$ cat src/rtl/dual_timer_pkg.sv
package dual_timer_pkg;
  localparam int CODE_N    = 8;
  localparam int MAX_SHIFT = 13;

  localparam logic [2:0] RG_CTRL = 3'd0;
  localparam logic [2:0] RG_STAT = 3'd1;
  localparam logic [2:0] RG_CMPA = 3'd2;
  localparam logic [2:0] RG_CMPB = 3'd3;
  localparam logic [2:0] RG_CNT  = 3'd4;
  localparam logic [2:0] RG_CLK  = 3'd5;

  localparam logic [7:0] CTRL_KEEP = 8'hF8;
  localparam logic [7:0] STAT_KEEP = 8'h3F;
  localparam logic [7:0] CLK_KEEP  = 8'h9F;
  localparam int         STAT_ADC_BIT = 4;

  localparam int CTL_OVF_EN = 5;
  localparam int CTL_A_EN   = 6;
  localparam int CTL_B_EN   = 7;

  localparam logic [1:0] CLR_ON_A = 2'b01;
  localparam logic [1:0] CLR_ON_B = 2'b10;
  localparam logic [1:0] SRC_CHAIN = 2'b11;

  // log2 of the clock divisor for each rate code (code 0 has no tick)
  function automatic int div_shift(input int code);
    case (code)
      1: return 0;
      2: return 1;
      3: return 3;
      4: return 5;
      5: return 6;
      6: return 10;
      7: return 13;
      default: return 0;
    endcase
  endfunction
endpackage

$ cat src/rtl/dct_prescaler.sv
module dct_prescaler
  import dual_timer_pkg::*;
(
  input  logic              clk,
  input  logic              rst,
  output logic [CODE_N-1:0] tick_by_code
);
  logic [MAX_SHIFT-1:0] psc_q;

  always_ff @(posedge clk) begin
    if (rst) psc_q <= '0;
    else     psc_q <= psc_q + 1'b1;
  end

  for (genvar c = 0; c < CODE_N; c++) begin : g_rate
    if (c == 0) begin : g_off
      assign tick_by_code[c] = 1'b0;
    end else begin : g_on
      localparam int S = div_shift(c);
      if (S == 0) begin : g_full
        assign tick_by_code[c] = 1'b1;
      end else begin : g_div
        assign tick_by_code[c] = &psc_q[S-1:0];
      end
    end
  end

  // slowest rate never ticks on two consecutive clocks
  p_slow_rate_gap_r3: assert property (@(posedge clk) disable iff (rst)
    tick_by_code[7] |=> !tick_by_code[7]);
  // a slow tick coincides with every faster tick
  p_rates_nested_r3: assert property (@(posedge clk) disable iff (rst)
    tick_by_code[7] |-> (tick_by_code[6] && tick_by_code[3]));
endmodule

$ cat src/rtl/dct_regs.sv
module dct_regs
  import dual_timer_pkg::*;
#(
  parameter int CH_W = 8
) (
  input  logic                 clk,
  input  logic                 rst,
  input  logic [3:0]           bus_addr,
  input  logic                 bus_wr,
  input  logic                 bus_wide,
  input  logic [2*CH_W-1:0]    bus_wdata,
  input  logic [1:0][CH_W-1:0] cnt_q,
  output logic [1:0][CH_W-1:0] ctrl_q,
  output logic [1:0][CH_W-1:0] cmpa_q,
  output logic [1:0][CH_W-1:0] cmpb_q,
  output logic [1:0][CH_W-1:0] clk_q,
  output logic [1:0]           cnt_wr,
  output logic [1:0][CH_W-1:0] cnt_wd,
  output logic [2*CH_W-1:0]    bus_rdata
);
  logic [1:0][CH_W-1:0] stat_q;
  logic [1:0][CH_W-1:0] rb;
  logic [2:0] idx;
  logic       ch;
  logic       wide_ok;
  logic       byte_wr;
  logic       wide_wr;

  assign idx     = bus_addr[3:1];
  assign ch      = bus_addr[0];
  assign wide_ok = bus_wide && !ch &&
                   (idx == RG_CMPA || idx == RG_CMPB || idx == RG_CNT || idx == RG_CLK);
  assign byte_wr = bus_wr && !bus_wide;
  assign wide_wr = bus_wr && wide_ok;

  for (genvar c = 0; c < 2; c++) begin : g_ch
    logic [CH_W-1:0] wbyte;
    logic            sel;
    assign wbyte = bus_wide ? bus_wdata[(2-c)*CH_W-1 -: CH_W] : bus_wdata[CH_W-1:0];
    assign sel   = (byte_wr && (ch == 1'(c))) || wide_wr;

    always_ff @(posedge clk) begin
      if (rst) begin
        ctrl_q[c] <= '0;
        stat_q[c] <= '0;
        cmpa_q[c] <= '1;
        cmpb_q[c] <= '1;
        clk_q[c]  <= '0;
      end else if (sel) begin
        case (idx)
          RG_CTRL: ctrl_q[c] <= wbyte & CTRL_KEEP;
          RG_STAT: stat_q[c] <= wbyte & STAT_KEEP;
          RG_CMPA: cmpa_q[c] <= wbyte;
          RG_CMPB: cmpb_q[c] <= wbyte;
          RG_CLK:  clk_q[c]  <= wbyte & CLK_KEEP;
          default: ;
        endcase
      end
    end

    assign cnt_wr[c] = sel && (idx == RG_CNT);
    assign cnt_wd[c] = wbyte;

    always_comb begin
      case (idx)
        RG_CTRL: rb[c] = ctrl_q[c];
        RG_STAT: begin
          rb[c] = stat_q[c];
          if (c == 1) rb[c][STAT_ADC_BIT] = 1'b1;
        end
        RG_CMPA: rb[c] = cmpa_q[c];
        RG_CMPB: rb[c] = cmpb_q[c];
        RG_CNT:  rb[c] = cnt_q[c];
        RG_CLK:  rb[c] = clk_q[c];
        default: rb[c] = '0;
      endcase
    end
  end

  always_ff @(posedge clk) begin
    if (rst)           bus_rdata <= '0;
    else if (bus_wide) bus_rdata <= wide_ok ? {rb[0], rb[1]} : '0;
    else               bus_rdata <= {{CH_W{1'b0}}, rb[ch]};
  end

  // a 16-bit write at a channel-1 offset leaves every register alone
  p_wide_odd_ignored_r10: assert property (@(posedge clk) disable iff (rst)
    (bus_wr && bus_wide && bus_addr[0]) |=>
      ($stable(ctrl_q) && $stable(stat_q) && $stable(cmpa_q) &&
       $stable(cmpb_q) && $stable(clk_q)));
  // a 16-bit access to control or status never reaches the counters
  p_wide_ctrl_no_cnt_r10: assert property (@(posedge clk) disable iff (rst)
    (bus_wide && (bus_addr[3:1] == RG_CTRL || bus_addr[3:1] == RG_STAT)) |-> (cnt_wr == 2'b00));
endmodule

$ cat src/rtl/dct_core.sv
module dct_core
  import dual_timer_pkg::*;
#(
  parameter int CH_W = 8
) (
  input  logic                 clk,
  input  logic                 rst,
  input  logic [1:0][CH_W-1:0] ctrl_q,
  input  logic [1:0][CH_W-1:0] cmpa_q,
  input  logic [1:0][CH_W-1:0] cmpb_q,
  input  logic [1:0][CH_W-1:0] clk_q,
  input  logic [CODE_N-1:0]    tick_by_code,
  input  logic [1:0]           cnt_wr,
  input  logic [1:0][CH_W-1:0] cnt_wd,
  output logic [1:0][CH_W-1:0] cnt_q,
  output logic [1:0]           irq_cma,
  output logic [1:0]           irq_cmb,
  output logic [1:0]           irq_ovf
);
  localparam int W2 = 2 * CH_W;

  logic                 chain;
  logic [1:0]           tk, ma, mb, clr, wrap;
  logic [1:0][CH_W-1:0] nxt;
  logic [W2-1:0]        c16, nxt16;
  logic                 ma16, mb16, clr16, wrap16;
  logic                 unused_bits;

  assign chain = (clk_q[0][4:3] == SRC_CHAIN);
  assign unused_bits = ^{ctrl_q[0][2:0], ctrl_q[1][2:0], clk_q[0][CH_W-1:5], clk_q[1][CH_W-1:5]};

  for (genvar c = 0; c < 2; c++) begin : g_ch
    logic [1:0] src;
    assign src     = clk_q[c][4:3];
    assign tk[c]   = (src == 2'b01 || src == 2'b10) && tick_by_code[clk_q[c][2:0]];
    assign ma[c]   = (cnt_q[c] == cmpa_q[c]);
    assign mb[c]   = (cnt_q[c] == cmpb_q[c]);
    assign clr[c]  = (ctrl_q[c][4:3] == CLR_ON_A && ma[c]) ||
                     (ctrl_q[c][4:3] == CLR_ON_B && mb[c]);
    assign wrap[c] = !clr[c] && (cnt_q[c] == {CH_W{1'b1}});
    assign nxt[c]  = clr[c] ? '0 : cnt_q[c] + 1'b1;
  end

  assign c16    = {cnt_q[0], cnt_q[1]};
  assign ma16   = (c16 == {cmpa_q[0], cmpa_q[1]});
  assign mb16   = (c16 == {cmpb_q[0], cmpb_q[1]});
  assign clr16  = (ctrl_q[0][4:3] == CLR_ON_A && ma16) ||
                  (ctrl_q[0][4:3] == CLR_ON_B && mb16);
  assign wrap16 = !clr16 && (c16 == {W2{1'b1}});
  assign nxt16  = clr16 ? '0 : c16 + 1'b1;

  always_ff @(posedge clk) begin
    if (rst) begin
      cnt_q   <= '0;
      irq_cma <= '0;
      irq_cmb <= '0;
      irq_ovf <= '0;
    end else begin
      irq_cma <= '0;
      irq_cmb <= '0;
      irq_ovf <= '0;
      if (chain) begin
        if (cnt_wr[0]) cnt_q[0] <= cnt_wd[0];
        if (cnt_wr[1]) cnt_q[1] <= cnt_wd[1];
        if (!(|cnt_wr) && tk[1]) begin
          {cnt_q[0], cnt_q[1]} <= nxt16;
          irq_cma[0] <= ma16   && ctrl_q[0][CTL_A_EN];
          irq_cmb[0] <= mb16   && ctrl_q[0][CTL_B_EN];
          irq_ovf[0] <= wrap16 && ctrl_q[0][CTL_OVF_EN];
        end
      end else begin
        for (int c = 0; c < 2; c++) begin
          if (cnt_wr[c]) begin
            cnt_q[c] <= cnt_wd[c];
          end else if (tk[c]) begin
            cnt_q[c]   <= nxt[c];
            irq_cma[c] <= ma[c]   && ctrl_q[c][CTL_A_EN];
            irq_cmb[c] <= mb[c]   && ctrl_q[c][CTL_B_EN];
            irq_ovf[c] <= wrap[c] && ctrl_q[c][CTL_OVF_EN];
          end
        end
      end
    end
  end

  // with no tick and no write the high/ch0 counter keeps its value
  p_hold_idle_r4: assert property (@(posedge clk) disable iff (rst)
    (!tk[0] && !cnt_wr[0] && !(chain && tk[1])) |=> $stable(cnt_q[0]));
  // clear-on-A loads zero on a matching tick
  p_clear_on_a_r5: assert property (@(posedge clk) disable iff (rst)
    (!chain && tk[0] && !cnt_wr[0] && ctrl_q[0][4:3] == CLR_ON_A && cnt_q[0] == cmpa_q[0])
      |=> (cnt_q[0] == '0));
  // a compare pulse is always preceded by a tick
  p_cma_after_tick_r6: assert property (@(posedge clk) disable iff (rst)
    irq_cma[0] |-> $past(tk[0] || tk[1]));
  // an overflow pulse leaves the counter at zero
  p_ovf_leaves_zero_r7: assert property (@(posedge clk) disable iff (rst)
    irq_ovf[1] |-> (cnt_q[1] == '0));
  // channel 1 stays silent while chained
  p_ch1_quiet_r8: assert property (@(posedge clk) disable iff (rst)
    $past(chain) |-> (!irq_cma[1] && !irq_cmb[1] && !irq_ovf[1]));
  // a chained overflow leaves the whole pair at zero
  p_wrap16_zero_r9: assert property (@(posedge clk) disable iff (rst)
    (irq_ovf[0] && $past(chain)) |-> (cnt_q[0] == '0 && cnt_q[1] == '0));
  // a count write lands regardless of any tick
  p_write_wins_r11: assert property (@(posedge clk) disable iff (rst)
    cnt_wr[0] |=> (cnt_q[0] == $past(cnt_wd[0])));
endmodule

$ cat src/rtl/dual_cmp_timer.sv
module dual_cmp_timer
  import dual_timer_pkg::*;
#(
  parameter int CH_W = 8
) (
  input  logic              clk,
  input  logic              rst,
  input  logic [3:0]        bus_addr,
  input  logic              bus_wr,
  input  logic              bus_wide,
  input  logic [2*CH_W-1:0] bus_wdata,
  output logic [2*CH_W-1:0] bus_rdata,
  output logic [1:0]        irq_cma,
  output logic [1:0]        irq_cmb,
  output logic [1:0]        irq_ovf
);
  logic [CODE_N-1:0]    tick_by_code;
  logic [1:0][CH_W-1:0] ctrl_q, cmpa_q, cmpb_q, clk_q, cnt_q, cnt_wd;
  logic [1:0]           cnt_wr;

  dct_prescaler u_psc (
    .clk          (clk),
    .rst          (rst),
    .tick_by_code (tick_by_code)
  );

  dct_regs #(.CH_W(CH_W)) u_regs (
    .clk       (clk),
    .rst       (rst),
    .bus_addr  (bus_addr),
    .bus_wr    (bus_wr),
    .bus_wide  (bus_wide),
    .bus_wdata (bus_wdata),
    .cnt_q     (cnt_q),
    .ctrl_q    (ctrl_q),
    .cmpa_q    (cmpa_q),
    .cmpb_q    (cmpb_q),
    .clk_q     (clk_q),
    .cnt_wr    (cnt_wr),
    .cnt_wd    (cnt_wd),
    .bus_rdata (bus_rdata)
  );

  dct_core #(.CH_W(CH_W)) u_core (
    .clk          (clk),
    .rst          (rst),
    .ctrl_q       (ctrl_q),
    .cmpa_q       (cmpa_q),
    .cmpb_q       (cmpb_q),
    .clk_q        (clk_q),
    .tick_by_code (tick_by_code),
    .cnt_wr       (cnt_wr),
    .cnt_wd       (cnt_wd),
    .cnt_q        (cnt_q),
    .irq_cma      (irq_cma),
    .irq_cmb      (irq_cmb),
    .irq_ovf      (irq_ovf)
  );
endmodule

$ cat config.mk
export PLATFORM = sky130hd
export DESIGN_NAME = dual_cmp_timer
export DESIGN_NICKNAME = d
export VERILOG_FILES = /design/src/rtl/dual_timer_pkg.sv /design/src/rtl/dct_prescaler.sv /design/src/rtl/dct_regs.sv /design/src/rtl/dct_core.sv /design/src/rtl/dual_cmp_timer.sv
export SDC_FILE = /design/constraint.sdc
export NUM_CORES = 1
export LEC_CHECK = 0
export BUFFER_PORTS_ARGS = -buffer_cell sky130_fd_sc_hd__clkbuf_2
export CORE_MARGIN = 2
export CORE_UTILIZATION = 50
export DETAILED_ROUTE_END_ITERATION = 7
export HOLD_SLACK_MARGIN = 0.06
export PLACE_DENSITY = 0.68
export SYNTH_ARGS = -nofsm -noshare
export SYNTH_HDL_FRONTEND = slang
export SYNTH_SLANG_ARGS = --single-unit
export TNS_END_PERCENT = 1
$ cat constraint.sdc
create_clock -name clk -period 3.3 [get_ports clk]
set_input_delay 0.66 -clock clk [delete_from_list [all_inputs] [get_ports clk]]
set_output_delay 0.66 -clock clk [all_outputs]
set_load 0.01 [all_outputs]
==> impl_metrics.ini, run 1 <==
[logic_synthesis]
synth_xor_area_share_pct = 7.434
synth_top_area_cell = dfxtp_1
synth_top_area_share_pct = 34.58
syn_area_per_cell_um2 = 8.576
yosysMostFrequentCell = dfxtp_1
synth_top_family_by_area = compound AO/OA/AOI/OAI gates
yosys-top-cells-area = dfxtp_1, xor2_1, nor2_1, a211o_1, mux2i_1
syn_nets = 813
synth_compound_area_share_pct = 23.14
muxShareOfSynthArea_pct = 7.509
synth_cell_type_count = 79
synth_fa_ha_area_share_pct = 1.118
synth-seq-cells = 116
synth_warnings = 0
synth-main-ff-cell = dfxtp_1
yosys.area_share.simple_pct = 21.24
syn_area_mm2 = 0.006715
yosys-top-cells-count = dfxtp_1, nor2_1, nand2_1, xor2_1, clkbuf_1
synthArstFlopShare_pct = 0
synth_edf_count = 0
syn_inst = 783
ys_seq_area_share_pct = 34.58

[cts]
cts_hold_buf = 0
postCtsSetupRepairBufs = 0
cts_made_buffers = 17
clock_latency_ns = 0.42
cts.sinks = 116
htreeDepth = 4
clockBufferDepth = 2
cts_tree = done
clk_pin_slew_worst_paths_ns = 0.06
root_buffer = clkbuf_16
ctsResizeCount = 0

[worst_setup_path]
worst_ep_arrival_time_ns = 3.39
cp-end-kind = flop
cp.required_ns = 3.64
critPathLaunchType = flop
path_max_fanout = 12
ff2ff_path_depth = 10
path_class = flop to flop

[detailed_routing]
wirelength_um = 20570
wl_per_cell_um = 20.47
drc = 0
vias_per_cell = 6.231
firstDrtPassIters = 6
vias = 6262
postRouteAntennaNets = 0
drt_iter0_markers = 730

[grt]
grt_usage_pct = 28.98
grt_antenna_before_repair = 0
grt_pass1_vias = 5909
grt_pass1_wl_um = 32160
grt_max_degree = 41
grt-ovfl-total = 0

[die]
dieArea_mm2 = 0.01437
start_util_pct = 50.91
io_pins = 46
fp.coreArea_mm2 = 0.01319
die_y_um = 119.9
rows = 42
chipWidth_um = 119.9

[timing]
fin_skew_ns = 0.006311
hold_violations = 0
drv_slew = 0
finalCritPeriodShare_pct = 92.39
min_period_ns = 3.049
rsz0062_at_grt = no
fin_tns_setup_ns = 0
worstMarginPinSlew_ns = 0.8697
finalSetupViolCount = 0
max_freq_mhz = 328.0
slew_headroom_pct = 42.02

[layout]
drive_gt1_share_pct = 18.70
nFillCells = 1159
antennaDiodeCount = 0
post-route-util_pct = 58.48
area.growth.synth_to_final_pct = 14.87
nets = 846

[place]
hpwl_um = 14540
port_buffers = 45
gp_congestion = 0.9826

[min_path]
hold_depth = 2
hold_class = flop to flop

[power]
irDropWorstVdd_mv = 0.4111
p_leak_uw = 0.002770
pwr_density_cell_mw_per_mm2 = 462.7

[job]
max-cap-violations = 0

[run_status]
status = completed
## cell usage in the layout (no fill, tap or decap), types with 15 or more instances in the layout
master / n
a211o_1: 37
a211oi_1: 15
a21oi_1: 40
buf_4: 33
clkbuf_16: 17
clkbuf_2: 44
dfxtp_1: 116
mux2_2: 19
mux2i_1: 29
nand2_1: 50
nand3_1: 35
nor2_1: 100
nor2b_1: 24
xor2_1: 44
## worst paths after layout
check                          from                 to  slack, ns
setup / recovery     u_psc.psc_q[0]    u_core.cnt_q[6]       0.25
hold / removal    u_regs.ctrl_q[15]  u_regs.ctrl_q[15]       0.49
setup reg to reg     u_psc.psc_q[0]    u_core.cnt_q[6]       0.25
hold reg to reg   u_regs.ctrl_q[15]  u_regs.ctrl_q[15]       0.49
## metrics by stage
stage | hold slack, ns | power, µW | area [µm²] | instances | setup slack (ns)
after global placement | 0.4586 | 1757 | 7123 | 973 | 0.4172
final | 0.4893 | 3569 | 7714 | 1005 | 0.2512
after detailed placement | 0.4744 | 1764 | 7123 | 973 | 0.2541
after CTS | 0.4873 | 3570 | 7709 | 1005 | 0.2349
after floorplan | 0.4409 | 1656 | 6715 | 783 | 0.6822
after global routing | 0.5112 | 3657 | 7714 | 1005 | 0.1556
## state kept, by name, summed over array words and instances (netlist names)
register	cells
u_core.irq_ovf	2
u_core.cnt_q	16
u_regs.clk_q	12
u_regs.ctrl_q	10
u_regs.cmpa_q	16
u_regs.cmpb_q	16
u_regs.bus_rdata	16
u_regs.stat_q	11
u_core.irq_cmb	2
u_core.irq_cma	2
u_psc.psc_q	13
## metal layers
metal  GRT usage, %  share of wire (%)  vias up  wire (µm)
met5              0                  0        -          0
met4          10.81                3.0        0        624
met3          5.133                6.6       49       1367
met2          47.64                 47      271       9725
met1          38.07                 43     3025       8856
li1               -                  -     2917          -
## logic make-up (layout without fill, tap and decap cells)
kind of cell | after synthesis | after routing
and+or+nand+nor | 280 | 280
adders and majority gates | 6 | 6
xor gates and xnor gates | 57 | 57
muxes | 48 | 48
buffers and inverters | 77 | 123
DFF | 116 | 116
AOI/OAI and AO/OA | 199 | 199
## final cells by class
cell class	instances	area [µm²]	area share [%]
multi-input combinational	590	4064	52.68
sequential	116	2322	30.11
timing repair buffer	78	473.0	6.131
clock buffer	19	452.9	5.872
tap	176	220.2	2.855
clock inverter	13	132.6	1.719
inverter	13	48.80	0.6326
## worst max-delay path, stage by stage, from the launching register on
cell	delay (ns)
dfxtp_1	0.36
ha_1	0.29
and3_2	0.25
ha_1	0.19
or3b_2	0.19
nand3_1	0.12
o311ai_2	0.49
or2_1	0.49
a21oi_1	0.13
a211o_1	0.32
a21oi_1	0.15
## where the power goes
part / switching, µW / leakage, µW / internal, µW / total [µW]
Combinational: 186 / 0.00155 / 110 / 295
Clock: 681 / 0.000281 / 1140 / 1830
Sequential: 23.0 / 0.000939 / 1430 / 1450
Note: power is estimated with default switching activity, not from simulation.
==> run 2: changes to the inputs <==
--- a/config.mk
+++ b/config.mk
@@ -9,8 +9,10 @@
 export CORE_MARGIN = 2
 export CORE_UTILIZATION = 50
 export DETAILED_ROUTE_END_ITERATION = 7
+export GPL_ROUTABILITY_DRIVEN = 0
 export HOLD_SLACK_MARGIN = 0.06
 export PLACE_DENSITY = 0.68
+export REMOVE_ABC_BUFFERS = 1
 export SYNTH_ARGS = -nofsm -noshare
 export SYNTH_HDL_FRONTEND = slang
 export SYNTH_SLANG_ARGS = --single-unit
==> impl_metrics.ini, run 2 (synthesized netlist as in run 1, its figures left out) <==
[run_status]
status = completed

[grt]
grt_pass1_vias = 5963
grt_antenna_before_repair = 0
grt_usage_pct = 29.37
grt-ovfl-total = 0
grt_max_degree = 49
grt_pass1_wl_um = 32460

[power]
switching_power_uw = 866.3
p_leak_uw = 0.002788
intPower_uw = 2832
combinationalPowerShare_pct = 8.1
power_uw = 3698
clkPwrFrac_pct = 52.7
pwr_density_cell_mw_per_mm2 = 477.8
p_sw_share_pct = 23.42
irDropWorstVdd_mv = 0.4611
power_frac_seq_pct = 39.2

[min_path]
hold_end = u_regs.ctrl_q[14]
hold_class = flop to flop
worstHoldStart = u_regs.ctrl_q[14]
hold_depth = 2

[place]
hpwl_um = 14690
port_buffers = 45

[worst_setup_path]
cp.required_ns = 3.67
r2r-start = u_psc.psc_q[0]
r2r_end = u_core.cnt_q[11]
path_class = flop to flop
path_max_fanout = 12
critPathLaunchType = flop
ff2ff_path_depth = 9
worst_ep_arrival_time_ns = 3.47
cp-end-kind = flop
rrSetupSlack_ns = 0.20

[detailed_routing]
wirelength_um = 20630
vias_per_cell = 6.262
dr_wl_met2_um = 9449
dr_wl_met3_um = 1682
drc = 0
postRouteAntennaNets = 0
firstDrtPassIters = 6
wl_per_cell_um = 20.55
vias = 6287
drt_iter0_markers = 692
highest_layer = met4
wl_met1_um = 8874

[layout]
drive_gt1_share_pct = 18.24
area.growth.synth_to_final_pct = 15.28
antennaDiodeCount = 0
nFillCells = 1139
multi_input_area_mm2 = 0.004066
nets = 845
seq_area_mm2 = 0.002322
final_common_cell = dfxtp_1
final_cell_mix = dfxtp_1, nor2_1, nand2_1, xor2_1, clkbuf_2

[die]
chipWidth_um = 119.9
rows = 42
dieArea_mm2 = 0.01437
die_y_um = 119.9
start_util_pct = 50.91
io_pins = 46
fp.coreArea_mm2 = 0.01319

[cts]
htreeDepth = 4
cts_hold_buf = 0
cts.sinks = 116
root_buffer = clkbuf_16
ctsResizeCount = 0
clk_pin_slew_worst_paths_ns = 0.06
postCtsSetupRepairBufs = 0
cts_tree = done
cts_made_buffers = 17
clockBufferDepth = 2
clock_latency_ns = 0.43

[job]
max-cap-violations = 0

[timing]
finalSetupViolCount = 0
min_period_ns = 3.096
drv_slew = 0
fin_skew_ns = 0.009722
rsz0062_at_grt = no
max_freq_mhz = 323.1
fin_tns_setup_ns = 0
finalCritPeriodShare_pct = 93.80
slew_headroom_pct = 49.60
hold_violations = 0
worstMarginPinSlew_ns = 0.7491
run 2: cell count changes in the layout (fill, tap and decap cells not counted), sizes merged:
| cell | previous run | this run |
|---|---|---|
| inv | 14 | 13 |
| clkbuf | 63 | 66 |
| bufinv | 2 | 4 |
| buf | 34 | 33 |
| clkinvlp | 4 | 0 |
run 2: how the worst max path moves through the flow:
stage / start / end / slack, ns
finish: u_psc.psc_q[0] / u_core.cnt_q[11] / 0.20
global route: u_psc.psc_q[0] / u_core.cnt_q[6] / 0.08
CTS: u_psc.psc_q[0] / u_core.irq_cma[0] / 0.20
detailed placement: u_psc.psc_q[0] / u_core.irq_cma[0] / 0.23
global placement: u_psc.psc_q[0] / u_core.irq_cma[0] / 0.32
floorplan: u_psc.psc_q[0] / u_core.cnt_q[1] / 0.54
run 2: through the flow:
| step | utilization [%] | std cells | area, µm² | hold slack (ns) | worst slack (ns) |
|---|---|---|---|---|---|
| 6_report | 58.69 | 1004 | 7741 | 0.4718 | 0.2045 |
| 3_5_place_dp | 53.99 | 972 | 7122 | 0.4587 | 0.2296 |
| 4_1_cts | 58.68 | 1004 | 7740 | 0.4657 | 0.2019 |
| 5_1_grt | 58.69 | 1004 | 7741 | 0.4920 | 0.07910 |
| 2_1_floorplan | - | 719 | 6430 | 0.4382 | 0.5357 |
| 3_3_place_gp | 53.99 | 972 | 7122 | 0.4571 | 0.3158 |
run 2: critical path: stages, from the launching register on:
cell and delay (ns):
dfxtp_1 0.41, ha_1 0.32, and3_2 0.21, ha_1 0.18
or3b_2 0.45, nand3_1 0.17, o311ai_2 0.20, or2_1 0.44
o311ai_1 0.42, a32o_1 0.24
run 2: power by group through the flow:
stage,logic [µW],registers (µW),clock network [µW]
2_1_floorplan,140,1470,0
3_3_place_gp,285,1480,0
3_5_place_dp,291,1480,0
4_1_cts,293,1450,1970
5_1_grt,319,1450,2040
6_report,299,1450,1950
run 2: cell type report:
| type | instances | area share, % |
|---|---|---|
| inverters | 13 | 0.6304 |
| flip-flops and latches | 116 | 30.00 |
| well taps | 176 | 2.845 |
| multi-input cells | 590 | 52.53 |
| clock buffers | 22 | 5.996 |
| repair buffers | 77 | 6.013 |
| clock inverters | 10 | 1.988 |
run 2: routing by layer:
layer  track usage (%)  vias to the layer above
met5                 0                        -
met4             11.40                        0
met3             6.606                       58
met2             45.86                      326
met1             39.55                     2985
li1                  -                     2918
